## src/rtl/pf_pkg.sv

```systemverilog
package pf_pkg;
  localparam int unsigned AW = 32;
  localparam int unsigned WORD_BYTES = 4;

  // Clear the byte offset inside a word.
  function automatic logic [AW-1:0] word_align(input logic [AW-1:0] a);
    return {a[AW-1:2], 2'b00};
  endfunction

  // Address of the following sequential word.
  function automatic logic [AW-1:0] next_word(input logic [AW-1:0] a);
    return a + AW'(WORD_BYTES);
  endfunction
endpackage

```

## src/rtl/pf_fifo.sv

```systemverilog
module pf_fifo #(
  parameter int unsigned DW    = 32,
  parameter int unsigned AW    = 32,
  parameter int unsigned DEPTH = 4
) (
  input  logic                         clk,
  input  logic                         rst_n,
  input  logic                         flush,
  input  logic                         push,
  input  logic [DW-1:0]                push_data,
  input  logic [AW-1:0]                push_addr,
  input  logic                         pop,
  output logic                         valid,
  output logic [DW-1:0]                rd_data,
  output logic [AW-1:0]                rd_addr,
  output logic [$clog2(DEPTH+1)-1:0]   count,
  output logic                         full
);
  localparam int unsigned PW = $clog2(DEPTH);
  localparam int unsigned CW = $clog2(DEPTH+1);

  logic [DW-1:0] data_mem [DEPTH];
  logic [AW-1:0] addr_mem [DEPTH];
  logic [PW-1:0] wr_ptr, rd_ptr;
  logic [CW-1:0] cnt_q;
  logic          do_pop;

  function automatic logic [PW-1:0] ptr_inc(input logic [PW-1:0] p);
    return (p == PW'(DEPTH-1)) ? '0 : p + PW'(1);
  endfunction

  assign do_pop = pop && (cnt_q != '0);

  always_ff @(posedge clk) begin
    if (push && !flush) begin
      data_mem[wr_ptr] <= push_data;
      addr_mem[wr_ptr] <= push_addr;
    end
  end

  always_ff @(posedge clk or negedge rst_n) begin
    if (!rst_n) begin
      wr_ptr <= '0;
      rd_ptr <= '0;
      cnt_q  <= '0;
    end else if (flush) begin
      wr_ptr <= '0;
      rd_ptr <= '0;
      cnt_q  <= '0;
    end else begin
      if (push)   wr_ptr <= ptr_inc(wr_ptr);
      if (do_pop) rd_ptr <= ptr_inc(rd_ptr);
      cnt_q <= cnt_q + CW'(push) - CW'(do_pop);
    end
  end

  assign valid   = (cnt_q != '0);
  assign rd_data = data_mem[rd_ptr];
  assign rd_addr = addr_mem[rd_ptr];
  assign count   = cnt_q;
  assign full    = (cnt_q == CW'(DEPTH));
endmodule

```

## src/rtl/pf_fetch_ctrl.sv

```systemverilog
module pf_fetch_ctrl
  import pf_pkg::*;
#(
  parameter int unsigned DEPTH      = 4,
  parameter int unsigned MAX_OUT    = 2,
  parameter logic [31:0] RESET_ADDR = 32'h0000_1000
) (
  input  logic                        clk,
  input  logic                        rst_n,
  input  logic                        redirect,
  input  logic [AW-1:0]               redirect_addr,
  input  logic                        gnt,
  input  logic                        rvalid,
  input  logic [$clog2(DEPTH+1)-1:0]  fifo_count,
  output logic                        req,
  output logic [AW-1:0]               addr,
  output logic                        push,
  output logic [AW-1:0]               push_addr,
  output logic                        gnt_evt,
  output logic                        rsp_evt,
  output logic                        drop_evt,
  output logic [$clog2(DEPTH+1)-1:0]  outstanding
);
  localparam int unsigned CW = $clog2(DEPTH+1);

  logic          pend_q;
  logic          stale_q, stale_n;
  logic [AW-1:0] saved_q, saved_n;
  logic [AW-1:0] fetch_q, fetch_n;
  logic [AW-1:0] rsp_q, rsp_n;
  logic [CW-1:0] out_q, out_n;
  logic [CW-1:0] drop_q, drop_n;
  logic [CW:0]   reserved;
  logic          space_ok, cap_ok;

  // Words held plus words on their way must leave room for another.
  assign reserved = {1'b0, fifo_count} + {1'b0, out_q};
  assign space_ok = reserved < (CW+1)'(DEPTH);
  assign cap_ok   = out_q < CW'(MAX_OUT);

  assign req      = pend_q || (space_ok && cap_ok && !redirect);
  assign addr     = fetch_q;
  assign gnt_evt  = req && gnt;
  assign rsp_evt  = rvalid && (out_q != '0);
  assign drop_evt = rsp_evt && (drop_q != '0);
  assign push     = rsp_evt && !drop_evt && !redirect;
  assign push_addr = rsp_q;
  assign outstanding = out_q;

  assign out_n = out_q + CW'(gnt_evt) - CW'(rsp_evt);

  always_comb begin
    stale_n = stale_q;
    saved_n = saved_q;
    fetch_n = fetch_q;
    rsp_n   = rsp_q;
    drop_n  = drop_q - CW'(drop_evt) + CW'(gnt_evt && stale_q);
    if (redirect) begin
      drop_n = out_n;
      rsp_n  = word_align(redirect_addr);
      if (req && !gnt) begin
        stale_n = 1'b1;
        saved_n = word_align(redirect_addr);
      end else begin
        stale_n = 1'b0;
        fetch_n = word_align(redirect_addr);
      end
    end else begin
      if (gnt_evt) begin
        if (stale_q) begin
          fetch_n = saved_q;
          stale_n = 1'b0;
        end else begin
          fetch_n = next_word(fetch_q);
        end
      end
      if (push) rsp_n = next_word(rsp_q);
    end
  end

  always_ff @(posedge clk or negedge rst_n) begin
    if (!rst_n) begin
      pend_q  <= 1'b0;
      stale_q <= 1'b0;
      saved_q <= '0;
      fetch_q <= word_align(RESET_ADDR);
      rsp_q   <= word_align(RESET_ADDR);
      out_q   <= '0;
      drop_q  <= '0;
    end else begin
      pend_q  <= req && !gnt;
      stale_q <= stale_n;
      saved_q <= saved_n;
      fetch_q <= fetch_n;
      rsp_q   <= rsp_n;
      out_q   <= out_n;
      drop_q  <= drop_n;
    end
  end
endmodule

```

## src/rtl/ifetch_prefetch.sv

```systemverilog
module ifetch_prefetch
  import pf_pkg::*;
#(
  parameter int unsigned DATA_W     = 32,
  parameter int unsigned DEPTH      = 4,
  parameter int unsigned MAX_OUT    = 2,
  parameter logic [31:0] RESET_ADDR = 32'h0000_1000
) (
  input  logic              clk,
  input  logic              rst_n,
  input  logic              redirect_i,
  input  logic [31:0]       redirect_addr_i,
  output logic              bus_req_o,
  output logic [31:0]       bus_addr_o,
  input  logic              bus_gnt_i,
  input  logic              bus_rvalid_i,
  input  logic [DATA_W-1:0] bus_rdata_i,
  output logic              out_valid_o,
  input  logic              out_ready_i,
  output logic [DATA_W-1:0] out_data_o,
  output logic [31:0]       out_addr_o
);
  localparam int unsigned CW = $clog2(DEPTH+1);

  // Internal events brought out for the checker.
  logic          push_evt;
  logic          gnt_evt;
  logic          rsp_evt;
  logic          drop_evt;
  logic          fifo_full;
  logic [CW-1:0] fifo_count;
  logic [CW-1:0] outstanding;
  logic [AW-1:0] push_addr;

  pf_fetch_ctrl #(
    .DEPTH(DEPTH), .MAX_OUT(MAX_OUT), .RESET_ADDR(RESET_ADDR)
  ) ctrl_i (
    .clk(clk), .rst_n(rst_n),
    .redirect(redirect_i), .redirect_addr(redirect_addr_i),
    .gnt(bus_gnt_i), .rvalid(bus_rvalid_i), .fifo_count(fifo_count),
    .req(bus_req_o), .addr(bus_addr_o),
    .push(push_evt), .push_addr(push_addr),
    .gnt_evt(gnt_evt), .rsp_evt(rsp_evt), .drop_evt(drop_evt),
    .outstanding(outstanding)
  );

  pf_fifo #(
    .DW(DATA_W), .AW(AW), .DEPTH(DEPTH)
  ) fifo_i (
    .clk(clk), .rst_n(rst_n), .flush(redirect_i),
    .push(push_evt), .push_data(bus_rdata_i), .push_addr(push_addr),
    .pop(out_ready_i),
    .valid(out_valid_o), .rd_data(out_data_o), .rd_addr(out_addr_o),
    .count(fifo_count), .full(fifo_full)
  );
endmodule

```

## config.mk

```make
export PLATFORM = sky130hd
export DESIGN_NAME = ifetch_prefetch
export DESIGN_NICKNAME = d
export VERILOG_FILES = /design/src/rtl/pf_pkg.sv /design/src/rtl/pf_fifo.sv /design/src/rtl/pf_fetch_ctrl.sv /design/src/rtl/ifetch_prefetch.sv
export SDC_FILE = /design/constraint.sdc
export NUM_CORES = 1
export LEC_CHECK = 0
export CAP_MARGIN = 25
export CORE_UTILIZATION = 36
export DETAILED_ROUTE_END_ITERATION = 10
export DONT_BUFFER_PORTS = 1
export GPL_TIMING_DRIVEN = 0
export HOLD_SLACK_MARGIN = 0.05
export PLACE_DENSITY = 0.53
export SYNTH_ARGS = -nofsm -noshare
export SYNTH_HDL_FRONTEND = slang
export SYNTH_HIERARCHICAL = 1
export SYNTH_SLANG_ARGS = --single-unit
```

## constraint.sdc

```tcl
create_clock -name clk -period 9.9 [get_ports clk]
set_clock_uncertainty 0.15 [all_clocks]
set_input_delay 2.97 -clock clk [delete_from_list [all_inputs] [get_ports clk]]
set_output_delay 2.97 -clock clk [all_outputs]
set_load 0.03 [all_outputs]
```

==> impl_results.md <==
- Final hold violations: 0
- Layout cell share with drive strength beyond 1: 0.183
- Area grow syn2layout: 14.2%
- Slowest-stage cell, CP: inv_1
- Max_cap viols: 0
- Syn Area/Cell: 15.5 um2
- Die area: 43200 um2
- Final setup viols: 0
- Fin worst setup slack: 2.93 ns
- CP bufs+invs: 1
- Flop-to-flop setup slack: 6.29 ns
- Hold_buf cts: 0
- First-pass GRT wire length: 55100 um
- LEAKAGE: 5.93 nW
- Vias: 8626
- CTS max path bufs: 3
- Post-Syn Instances: 982
- Relative slew slack: 0.371
- CP Capture Type: primary output
- Clock Sinks: 361
- Crit path max-delay family: buffers and inverters
- GRT Residual Overflow: 0
- Fin. max-slew vios: 0
- Total Routing Usage GR: 0.170
- Cell breakdown of the critical path: nor4_1, a31oi_1, inv_1
- F_max: 0.143 GHz
- Crit path DAT: 3.85 ns
- Initial antenna violation count: 0
- Post-CTS setup buffer count: 0
- H-Tree Depth: 2
- Core area: 41900 um2
- Initial Util: 0.364
- Largest net degree at the start of global routing: 106
- WL/cell: 22.6 um
- Port-buffer cells: 0
- TritonCTS clock tree: yes
- Worst slew pin tran: 0.940 ns
- Clock latency at the later pin of the worst-skew pair: 0.56 ns
- Crit path max fanout: 7
- CTS Buf Count: 40
- Critical Path Max Stage Delay: 0.35 ns
- Die width: 208 um
- Post-cts resize count: 0
- Worst Hold Class: flip-flop to flip-flop
- Gpl congestion: 0.860
- Root buffer cell: clkbuf_16
- Req. time, crit path: 6.78 ns
- ANT cells: 0
- Remaining DRCs: 0
- Cell Rows: 75
- Mapped cell area: 15200 um2
- Dpl cell area: 16100 um2
- Commonest non-fill, non-tap cell in the layout: edfxtp_1
- Final Critical Period: 6.97 ns
- Yosys Warn Count: 6
- Fin nets: 1122
- Reg clk slew, reported paths: 0.05 ns
- Detailed Route WL: 36200 um
- Dpl ws: 2.93 ns
- Hpwl dp: 24200 um
- Most frequent cells in the layout: 256 x edfxtp_1, 103 x dfrtp_1, 64 x mux4_2
- Pwr dens: 264 nW/um2
- Worst Setup Start Kind: input pin
- Peak supply drop: 0.124 mV
- Post-route cell area: 17400 um2
- CP Class: input pin to primary output
- Die Height: 208 um
- Drt first-iter violations: 693
- Via/cell ratio: 5.38
- Final ANT Viol Nets: 0
- Tcrit/Tclk final: 0.704
- Fillers: 3790
- Outcome: complete, no violations
- Setup TNS: 0 ns
- RSZ-0062 raised after global routing: no
- First drt pass iteration count: 5
- Top Ports: 168
- Vias in the first global route: 8714
[sequential cells by signal, summed over array words and instances (netlist names)]
register and cells:
ctrl_i/pend_q 1, ctrl_i/stale_q 1, ctrl_i/outstanding 3, fifo_i/data_mem 128, fifo_i/wr_ptr 2, fifo_i/addr_mem 128
fifo_i/rd_ptr 2, ctrl_i/saved_q 30, ctrl_i/addr 30, fifo_i/count 3, ctrl_i/drop_q 3, ctrl_i/push_addr 30
[power breakdown]
group | internal, mW | switching (mW)
clock network | 0.899 | 0.611
registers | 1.79 | 0.305
logic | 0.393 | 0.597
total | 3.08 | 1.51
[through the flow]
| step | power [mW] | utilization | hold slack, ns | cells |
|---|---|---|---|---|
| final | 4.60 | 0.416 | 0.346 | 1604 |
| after global routing | 4.82 | 0.416 | 0.359 | 1604 |
| after global placement | 3.12 | 0.381 | 0.331 | 1524 |
| after floorplan | 2.87 | - | 0.322 | 985 |
| after CTS | 4.66 | 0.416 | 0.350 | 1604 |
| after detailed placement | 3.13 | 0.384 | 0.337 | 1530 |
[metal layers]
metal / global-route usage / vias to the layer above / part of all wire
met5: 0 / - / 0
met4: 0.0605 / 0 / 0.023
met3: 0.0548 / 61 / 0.082
met2: 0.260 / 304 / 0.46
met1: 0.227 / 4353 / 0.44
li1: - / 3908 / -
[final timing paths]
kind,from,end,cells after the start
worst max-delay path,redirect_i,bus_req_o,3
worst min-delay path,ctrl_i/saved_q[11],ctrl_i/saved_q[11],1
worst max register to register,ctrl_i/stale_q,ctrl_i/drop_q[2],11
worst min register to register,ctrl_i/saved_q[11],ctrl_i/saved_q[11],1
max in group asynchronous,rst_n,ctrl_i/addr[12],0
min in group asynchronous,rst_n,ctrl_i/saved_q[23],0
[layout make-up]
class	instances	area (um2)	share of cell area
Buffer	57	288	0.0165
Inverter	33	124	0.00711
Clock buffer	48	1090	0.0628
Timing Repair Buffer	6	120	0.00690
Tap cell	539	674	0.0387
Sequential cell	361	10300	0.593
Clock inverter	26	255	0.0147
Multi-Input combinational cell	534	4540	0.261
Note: power is estimated with default switching activity, not from simulation.
